<file path="src/rtl/sysctl_pkg.sv">
package sysctl_pkg;

  // Port numbers, where the decode depends on exact values
  localparam int unsigned PORT_SYSRST = 'h092;
  localparam int unsigned PORT_CPUCFG = 'h800;
  localparam int unsigned PORT_FEAT   = 'h802;
  localparam int unsigned PORT_MODST  = 'h803;
  localparam int unsigned PORT_LED    = 'h808;
  localparam int unsigned PORT_EQUIP  = 'h80C;
  localparam int unsigned PORT_LOCK1  = 'h810;
  localparam int unsigned PORT_LOCK2  = 'h812;
  localparam int unsigned PORT_KEY    = 'h818;
  localparam int unsigned PORT_CTL    = 'h81C;
  localparam int unsigned PORT_CACHE  = 'h823;
  localparam int unsigned PORT_MAP    = 'h850;
  localparam int unsigned PORT_SCR    = 'h398;
  localparam int unsigned NUM_SCR     = 2;

  // Fixed read values
  localparam int unsigned VAL_CPUCFG = 'hEF;
  localparam int unsigned VAL_FEAT   = 'hAD;
  localparam int unsigned VAL_MODST  = 'hE0;
  localparam int unsigned VAL_EQUIP  = 'h3C;
  localparam int unsigned VAL_EXTFT  = 'h39;
  localparam int unsigned VAL_KEY    = 'h00;
  localparam int unsigned VAL_CACHE  = 'h03;
  localparam int unsigned VAL_NONE   = 'hFF;

  // Sparse mapping geometry
  localparam int unsigned SPARSE_LO  = 5;
  localparam int unsigned PAGE_SHIFT = 12;

endpackage

</file>
<file path="src/rtl/sysctl_regs.sv">
module sysctl_regs
  import sysctl_pkg::*;
#(
  parameter int ADDR_W = 16,
  parameter int DATA_W = 8,
  parameter int CTL_W  = 4
) (
  input  logic              clk,
  input  logic              rst_n,
  input  logic              wr_en,
  input  logic [ADDR_W-1:0] addr,
  input  logic [DATA_W-1:0] wdata,
  output logic              rst_req,
  output logic              le_mode,
  output logic              disk_led,
  output logic [CTL_W-1:0]  sys_ctl,
  output logic              map_sparse,
  output logic [DATA_W-1:0] scr [NUM_SCR],
  output logic [1:0]        lock_pulse
);

  logic hit_sysrst, hit_led, hit_ctl, hit_map, hit_lk1, hit_lk2;
  logic              rst_req_d, le_mode_d, led_d, map_d;
  logic [CTL_W-1:0]  ctl_d;
  logic [1:0]        pulse_d;
  logic [DATA_W-1:0] scr_d [NUM_SCR];

  always_comb begin
    hit_sysrst = wr_en && (addr == ADDR_W'(PORT_SYSRST));
    hit_led    = wr_en && (addr == ADDR_W'(PORT_LED));
    hit_ctl    = wr_en && (addr == ADDR_W'(PORT_CTL));
    hit_map    = wr_en && (addr == ADDR_W'(PORT_MAP));
    hit_lk1    = wr_en && (addr == ADDR_W'(PORT_LOCK1));
    hit_lk2    = wr_en && (addr == ADDR_W'(PORT_LOCK2));
  end

  always_comb begin
    rst_req_d = rst_req;
    le_mode_d = le_mode;
    led_d     = disk_led;
    ctl_d     = sys_ctl;
    map_d     = map_sparse;
    if (hit_sysrst) begin
      rst_req_d = wdata[0];
      le_mode_d = wdata[1];
    end
    if (hit_led) led_d = wdata[0];
    if (hit_ctl) ctl_d = wdata[CTL_W-1:0];
    if (hit_map) map_d = wdata[0];
    pulse_d = {hit_lk2, hit_lk1};
  end

  always_ff @(posedge clk or negedge rst_n) begin
    if (!rst_n) begin
      rst_req    <= 1'b0;
      le_mode    <= 1'b0;
      disk_led   <= 1'b0;
      sys_ctl    <= '0;
      map_sparse <= 1'b0;
      lock_pulse <= '0;
    end else begin
      rst_req    <= rst_req_d;
      le_mode    <= le_mode_d;
      disk_led   <= led_d;
      sys_ctl    <= ctl_d;
      map_sparse <= map_d;
      lock_pulse <= pulse_d;
    end
  end

  for (genvar i = 0; i < NUM_SCR; i++) begin : g_scr
    logic hit;
    assign hit = wr_en && (addr == ADDR_W'(PORT_SCR + i));
    always_comb scr_d[i] = hit ? wdata : scr[i];
    always_ff @(posedge clk or negedge rst_n) begin
      if (!rst_n) scr[i] <= '0;
      else if (hit) scr[i] <= scr_d[i];
    end
  end

  // a pulse only ever follows a write to its own port
  a_r6_pulse_cause: assert property (@(posedge clk) disable iff (!rst_n)
    lock_pulse[0] |-> $past(wr_en && addr == ADDR_W'(PORT_LOCK1)));
  a_r6_pulse2_cause: assert property (@(posedge clk) disable iff (!rst_n)
    lock_pulse[1] |-> $past(wr_en && addr == ADDR_W'(PORT_LOCK2)));
  // the control field moves only on a write to its port
  a_r7_ctl_hold: assert property (@(posedge clk) disable iff (!rst_n)
    !(wr_en && addr == ADDR_W'(PORT_CTL)) |=> $stable(sys_ctl));
  // reset request moves only on a write to its port
  a_r2_rst_hold: assert property (@(posedge clk) disable iff (!rst_n)
    !(wr_en && addr == ADDR_W'(PORT_SYSRST)) |=> $stable(rst_req));
  // map flag moves only on a write to its port
  a_r8_map_hold: assert property (@(posedge clk) disable iff (!rst_n)
    !(wr_en && addr == ADDR_W'(PORT_MAP)) |=> $stable(map_sparse));

endmodule

</file>
<file path="src/rtl/sysctl_rdmux.sv">
module sysctl_rdmux
  import sysctl_pkg::*;
#(
  parameter int ADDR_W = 16,
  parameter int DATA_W = 8,
  parameter int CTL_W  = 4
) (
  input  logic              clk,
  input  logic              rst_n,
  input  logic              rd_en,
  input  logic [ADDR_W-1:0] addr,
  input  logic [CTL_W-1:0]  sys_ctl,
  input  logic              map_sparse,
  input  logic [DATA_W-1:0] scr [NUM_SCR],
  output logic [DATA_W-1:0] rdata
);

  logic [DATA_W-1:0] sel;

  always_comb begin
    sel = DATA_W'(VAL_NONE);
    case (addr)
      ADDR_W'(PORT_SYSRST): sel = '0;
      ADDR_W'(PORT_CPUCFG): sel = DATA_W'(VAL_CPUCFG);
      ADDR_W'(PORT_FEAT):   sel = DATA_W'(VAL_FEAT);
      ADDR_W'(PORT_MODST):  sel = DATA_W'(VAL_MODST);
      ADDR_W'(PORT_EQUIP):  sel = DATA_W'(VAL_EQUIP);
      ADDR_W'(PORT_LOCK1):  sel = DATA_W'(VAL_EXTFT);
      ADDR_W'(PORT_KEY):    sel = DATA_W'(VAL_KEY);
      ADDR_W'(PORT_CTL):    sel = DATA_W'(sys_ctl);
      ADDR_W'(PORT_CACHE):  sel = DATA_W'(VAL_CACHE);
      ADDR_W'(PORT_MAP):    sel = DATA_W'(map_sparse);
      ADDR_W'(PORT_SCR):    sel = scr[0];
      ADDR_W'(PORT_SCR+1):  sel = scr[1];
      default:              sel = DATA_W'(VAL_NONE);
    endcase
  end

  always_ff @(posedge clk or negedge rst_n) begin
    if (!rst_n)     rdata <= '0;
    else if (rd_en) rdata <= sel;
  end

  // read data holds while no read is sampled
  a_r13_rdata_hold: assert property (@(posedge clk) disable iff (!rst_n)
    !rd_en |=> $stable(rdata));
  // the map-type port never returns more than bit 0
  a_r8_map_width: assert property (@(posedge clk) disable iff (!rst_n)
    (rd_en && addr == ADDR_W'(PORT_MAP)) |=> (rdata[DATA_W-1:1] == '0));

endmodule

</file>
<file path="src/rtl/sysctl_xlate.sv">
module sysctl_xlate
  import sysctl_pkg::*;
#(
  parameter int ADDR_W = 16,
  parameter int OFS_W  = 23
) (
  input  logic              sparse,
  input  logic [OFS_W-1:0]  ofs,
  output logic [ADDR_W-1:0] port
);

  localparam int PAGE_BITS = ADDR_W - SPARSE_LO;

  logic [ADDR_W-1:0] flat, packed_pg;

  always_comb begin
    flat      = ofs[ADDR_W-1:0];
    packed_pg = {ofs[PAGE_SHIFT +: PAGE_BITS], ofs[SPARSE_LO-1:0]};
    port      = sparse ? packed_pg : flat;
  end

  // in sparse mode the low port bits come straight from the offset
  always_comb begin
    if (sparse) a_r10_low_bits: assert (port[SPARSE_LO-1:0] == ofs[SPARSE_LO-1:0]);
  end

endmodule

</file>
<file path="src/rtl/sysctl_io_bridge.sv">
module sysctl_io_bridge
  import sysctl_pkg::*;
#(
  parameter int ADDR_W = 16,
  parameter int DATA_W = 8,
  parameter int CTL_W  = 4,
  parameter int OFS_W  = 23
) (
  input  logic              clk,
  input  logic              rst_n,
  input  logic [ADDR_W-1:0] io_addr,
  input  logic [DATA_W-1:0] io_wdata,
  input  logic              io_wr,
  input  logic              io_rd,
  output logic [DATA_W-1:0] io_rdata,
  input  logic [OFS_W-1:0]  win_ofs,
  output logic [ADDR_W-1:0] port_addr,
  output logic              rst_req,
  output logic              le_mode,
  output logic              disk_led,
  output logic [CTL_W-1:0]  sys_ctl,
  output logic [1:0]        lock_pulse
);

  logic              map_sparse;
  logic [DATA_W-1:0] scr [NUM_SCR];

  sysctl_regs #(.ADDR_W(ADDR_W), .DATA_W(DATA_W), .CTL_W(CTL_W)) u_regs (
    .clk, .rst_n, .wr_en(io_wr), .addr(io_addr), .wdata(io_wdata),
    .rst_req, .le_mode, .disk_led, .sys_ctl, .map_sparse, .scr, .lock_pulse
  );

  sysctl_rdmux #(.ADDR_W(ADDR_W), .DATA_W(DATA_W), .CTL_W(CTL_W)) u_rdmux (
    .clk, .rst_n, .rd_en(io_rd), .addr(io_addr), .sys_ctl, .map_sparse,
    .scr, .rdata(io_rdata)
  );

  sysctl_xlate #(.ADDR_W(ADDR_W), .OFS_W(OFS_W)) u_xlate (
    .sparse(map_sparse), .ofs(win_ofs), .port(port_addr)
  );

  // at most... both pulses never come from one write
  a_r6_one_channel: assert property (@(posedge clk) disable iff (!rst_n)
    $onehot0(lock_pulse));

endmodule

</file>
<file path="config.mk">
export PLATFORM = sky130hd
export DESIGN_NAME = sysctl_io_bridge
export DESIGN_NICKNAME = d
export VERILOG_FILES = /design/src/rtl/sysctl_pkg.sv /design/src/rtl/sysctl_regs.sv /design/src/rtl/sysctl_rdmux.sv /design/src/rtl/sysctl_xlate.sv /design/src/rtl/sysctl_io_bridge.sv
export SDC_FILE = /design/constraint.sdc
export NUM_CORES = 1
export LEC_CHECK = 0
export BUFFER_PORTS_ARGS = -buffer_cell sky130_fd_sc_hd__buf_2
export CAP_MARGIN = 20
export CORE_MARGIN = 1
export CORE_UTILIZATION = 49
export DETAILED_ROUTE_END_ITERATION = 8
export PLACE_DENSITY = 0.8
export SYNTH_ARGS = -nofsm -noshare
export SYNTH_HDL_FRONTEND = slang
export SYNTH_HIERARCHICAL = 1
export SYNTH_SLANG_ARGS = --single-unit
</file>
<file path="constraint.sdc">
create_clock -name clk -period 1.7 [get_ports clk]
set_input_delay 0 -clock clk [delete_from_list [all_inputs] [get_ports clk]]
set_output_delay 0 -clock clk [all_outputs]
set_load 0.03 [all_outputs]
</file>
== Yosys cells after proc, flatten, opt, wreduce, memory -nomap -nowiden ==
Index checks and enable logic that the tools add are counted.
Word-level totals
  memory bits (writable): 0
  bits in latches: 0
  memories kept: 0
  output and inout bits: 33
  bits of input ports: 51
  logic and storage cells: 34
  bits in registers: 34
  ROM bits: 0
Cells by class
  multiplexer cells: 2
  add/sub/neg operators: 0
  reductions and logical operators: 9
  eq/ne operators: 14
  order comparisons: 0
  shifts and indexed selects: 0
  $mul: 0
  divide/modulo/power cells: 0
  bitwise gates (word level): 0
Operators with widths (number)
  $eq A16 B12 Y1 const B: 11
  $pmux W8 S11: 1
  $eq A16 B10 Y1 const B: 2
  $eq A16 B8 Y1 const B: 1
  $mux W16: 1
  $logic_and A1 B1 Y1: 8
  $reduce_or A2 Y1: 1

== Depth between registers and ports, before layout ==
  word-level depth: 3
  mapped depth: 7
  depth with buffers taken out: 5

== Cells and area by module ==
The synthesis kept the hierarchy.
By module, submodules not included
  sysctl_regs: seq. area each 650.6 um^2, area each 1159.9 um^2, cells each 77, times used 1
  sysctl_rdmux: seq. area each 200.2 um^2, area each 819.5 um^2, cells each 106, times used 1
  sysctl_xlate: seq. area each 0.0 um^2, area each 210.2 um^2, cells each 17, times used 1

== Worst setup path after synthesis ==
Ideal clock, no wire load.
  path kind: input to register
  start point: input io_addr[13]
  end point: register u_rdmux.rdata[0]
  path buffers: 1
  setup time: 0.136 ns
  data arrival time: 1.485 ns
  required time: 1.564 ns
  setup slack: 0.079 ns
  stages: 6
  cells stage by stage: or4_4 or2_0 buf_6 or3_4 nand4_2 a31oi_1
Between the ends
  longest elaborated chain between the ends: 3
  elaborated cells on any way between the ends: 14
  classes of those cells: 12 x eq/ne; 1 x mux; 1 x reduce/logical
Ends and longest elaborated chain
  start, declared: RTL line sysctl_io_bridge.sv:11  | input logic [ADDR_W-1:0] io_addr,
  $eq A16 B8 Y1 or $eq A16 B12 Y1 (tied branches): RTL line sysctl_rdmux.sv:22  | case (addr)
  $reduce_or A2 Y1 (no source line)
  $pmux W8 S11 *: RTL line sysctl_rdmux.sv:22
  end signal, assigned: RTL line sysctl_rdmux.sv:41  | else if (rd_en) rdata <= sel;
  end, declared: RTL line sysctl_rdmux.sv:15  | output logic [DATA_W-1:0] rdata
Mark *: on every way between the ends. The rest lies on a longest branch, timed or not.
A chain may end at the register's enable or synchronous reset.

== Worst setup path in the final report ==
  start point: register u_regs.map_sparse
  end point: register u_rdmux.rdata[0]
Between the ends
  longest elaborated chain between the ends: 1
Ends and longest elaborated chain
  start, declared: RTL line sysctl_regs.sv:17  | output logic map_sparse,
  start signal, assigned: RTL line sysctl_regs.sv:66  | map_sparse <= map_d;
  $pmux W8 S11: RTL line sysctl_rdmux.sv:22
Every way passes these cells.

==> flow_summary_export.csv <==
group,metric,value,unit
floorplanning,rows,23,
run_status,outcome,"complete, no violations",
logic_synthesis,synth-adder-area-share,0,%
floorplanning,core,4140,um2
logic_synthesis,synthesis.area_per_instance,10.9,um2
run,drv_cap,0,
route,ant_nets,0,
placement,dp_worst_setup_slack,-122,ps
logic_synthesis,syn_inst,200,
timing,layout_setup_ws,81.0,ps
floorplanning,num_io_pins,84,
critical_path,path_buf_inv,0,
route,wl,5960,um
logic_synthesis,yosysWarnings,6,
cells_and_area,mostFrequentLayoutCell,"buf_2",
critical_path,required,1840,ps
critical_path,crit_family,"compound AO/OA/AOI/OAI gates",
timing,setup_viol,0,
grt,antenna_found_initial,0,
clock_tree,cts_buffer_depth,2,
timing,fmax,0.618,GHz
pwr,p_sw,446,uW
placement,port_buffers,73,
floorplanning,die_w,68.8,um
logic_synthesis,synth_compound_area_share,7.26,%
critical_path,slowest_delay,580,ps
critical_path,crit_type,"reg -> reg",
logic_synthesis,ys_top_cells_by_area,"dfrtp_1 39%, mux2_2 13%, mux2_4 6.9%",
critical_path,cp_data_arrival_time,1760,ps
pwr,clkPwrFrac,40.7,%
timing,timing.final.crit_share,95.2,%
pwr,cellInternalPower,1410,uW
cells_and_area,finalNonFillerCells,356,
pwr,ir_drop,0.502,mV
cells_and_area,stdcell_area,2980,um2
clock_tree,htree_levels,2,
critical_path,cp-start-kind,"flip-flop",
grt,grt_pass1_wl,9050,um
placement,dp.cells,342,
cells_and_area,final_cell_mix,"73 x buf_2, 34 x dfrtp_1, 30 x buf_4, 25 x mux2_2, 13 x nor2_1",
grt,gr-total-overflow,0,
floorplanning,initial_utilization,52.8,%
route,post_drt_wl_per_cell,16.7,um
grt,grt_pass1_vias,1992,
route,first_pass_iters,5,
logic_synthesis,synth_edf_count,0,
cells_and_area,nNetsFinal,357,
logic_synthesis,synth_flop_cell,"dfrtp_1",
floorplanning,die_area,4740,um2
route,vias,2128,
timing,final-hold-violation-count,0,
logic_synthesis,synth_area,2190,um2
timing,skew,3.39,ps
logic_synthesis,yosys_register_bits,34,
clock_tree,cts_buffers,5,
logic_synthesis,ys_seq_area_share,38.9,%
grt,grt_max_degree,35,
pwr,swShare,24.0,%
clock_tree,cts_tree,"built",
route,post-route-drc-count,0,
logic_synthesis,synth_top_area_share,38.9,%
pwr,pwr_density_cell,624,nW/um2
critical_path,worst_path_max_delay_cell,"a2111oi_0",
clock_tree,clkTransAtPathRegs,70,ps
placement,gp_congestion,0.949,
critical_path,critical_path.cell_chain,"nor2b_1 -> o32a_1 -> nor4_1 -> a2111oi_0 -> a31oi_1",
logic_synthesis,async_reset_ff_share,100,%
logic_synthesis,yosys.area_share.xor_xnor,0,%
logic_synthesis,synth_fp_nets,251,
pwr,p_leak,0.00139,uW
timing,maxSlewViolCount,0,
clock_tree,clkSinkCount,34,
pwr,power_frac_seq,43.5,%
floorplanning,die_y,68.8,um
cells_and_area,num_antenna_cells,0,
grt,grt.total_usage,26.5,%
clock_tree,cts_root_buffer,"clkbuf_8",
hold_path,hp-class,"in -> out",
pwr,power,1860,uW
timing,worst_slew_pin_slew,753,ps
logic_synthesis,yosysTopAreaCell,"dfrtp_1",
timing,fin_crit,1620,ps
logic_synthesis,ys_types,51,
placement,postPlaceCellArea,2780,um2
critical_path,crit_fanout,2,
timing,slew-limit-headroom,49.8,%
critical_path,cp-end-kind,"flip-flop",
logic_synthesis,synthMuxAreaShare,21.1,%
logic_synthesis,synth-simple-area-share,28.2,%
route,routed_via_density,5.98,
cells_and_area,synthToLayoutAreaGrowth,36.1,%
cells_and_area,layout-drive-gt1-share,54.9,%
route,drtIter0Drc,177,
clock_tree,insertion_delay,280,ps
pwr,pwr-share-comb,15.9,%
logic_synthesis,synth_top_family_by_area,"simple AND/OR/NAND/NOR gates",
placement,hpwl,4400,um
## layer usage
layer  vias to the layer above  track usage [%]  wire, um
met2                       126             44.2      2900
li1                        965                -         -
met5                         -                0         0
met4                         0             13.3       162
met1                      1019             32.7      2340
met3                        18             4.77       556
## power by group through the flow
stage | Sequential, uW | Clock, uW | Combinational, uW
final | 809 | 756 | 295
after global routing | 808 | 802 | 320
after CTS | 809 | 768 | 290
after detailed placement | 824 | 0 | 275
after global placement | 824 | 0 | 269
after floorplan | 825 | 0 | 136
## worst register-to-register path, delay by kind of cell, from the launching register on
family,cells,cell delay [ps]
flip-flops,1,370
AND/OR/NAND/NOR,2,180
AO/OA/AOI/OAI,3,910
## sequential cells by signal (all words and copies together), names as in the netlist
register,flops
u_regs/scr,16
u_rdmux/rdata,8
u_regs/sys_ctl,4
u_regs/lock_pulse,2
u_regs/disk_led,1
u_regs/le_mode,1
u_regs/map_sparse,1
u_regs/rst_req,1
## final cells by class
class | count | area, um2
Multi-Input combinational cell | 148 | 1250
Fill cell | 314 | 1160
Sequential cell | 34 | 851
Timing Repair Buffer | 111 | 681
Clock buffer | 6 | 82.6
Tap cell | 50 | 62.6
Clock inverter | 1 | 30.0
Inverter | 6 | 22.5
## final timing paths
kind	from	slack [ps]	endpoint	cells past startpoint
worst max-delay path	u_regs/map_sparse	80	u_rdmux/rdata[0]	5
worst min-delay path	win_ofs[4]	0.01	port_addr[4]	0
worst max register to register	u_regs/map_sparse	80	u_rdmux/rdata[0]	5
worst min register to register	u_regs/scr[8]	510	u_regs/scr[8]	1
max in group asynchronous	rst_n	890	u_regs/sys_ctl[2]	2
min in group asynchronous	rst_n	340	u_regs/disk_led	2
## synth_stat cells, types with 3 or more instances
library cell,number
nor3_1,8
mux2_2,25
nor4_1,12
mux2_4,10
clkbuf_1,5
dfrtp_1,34
inv_1,6
nand2_1,10
nand3_1,4
nor2_1,13
a31oi_1,5
a21oi_1,5
buf_4,5
mux2i_1,3
## metrics by stage
stage	hold WS, ps	TNS (ps)	util (%)
finish	0.0132	0	71.9
CTS	0.205	0	71.6
floorplan	-296	0	-
global route	0.0854	-3.45	71.9
detailed placement	0.205	-569	67.2
global placement	0.205	-311	67.2
## cells by family (layout without fill, tap and decap cells)
kind of cell / count (synthesis) / after routing
flops: 34 / 34
simple gates: 87 / 87
mux: 38 / 38
compound gates: 23 / 23
buf+inv: 18 / 124
## what timing repair did
action | CTS | global route
hold buffers | 7 | 0
endpoints found under the hold margin | 48 | 0
setup buffers | 0 | 0
setup endpoints to repair | 0 | 5
resized for setup | 0 | 2
(Power assumes the default switching activity.)
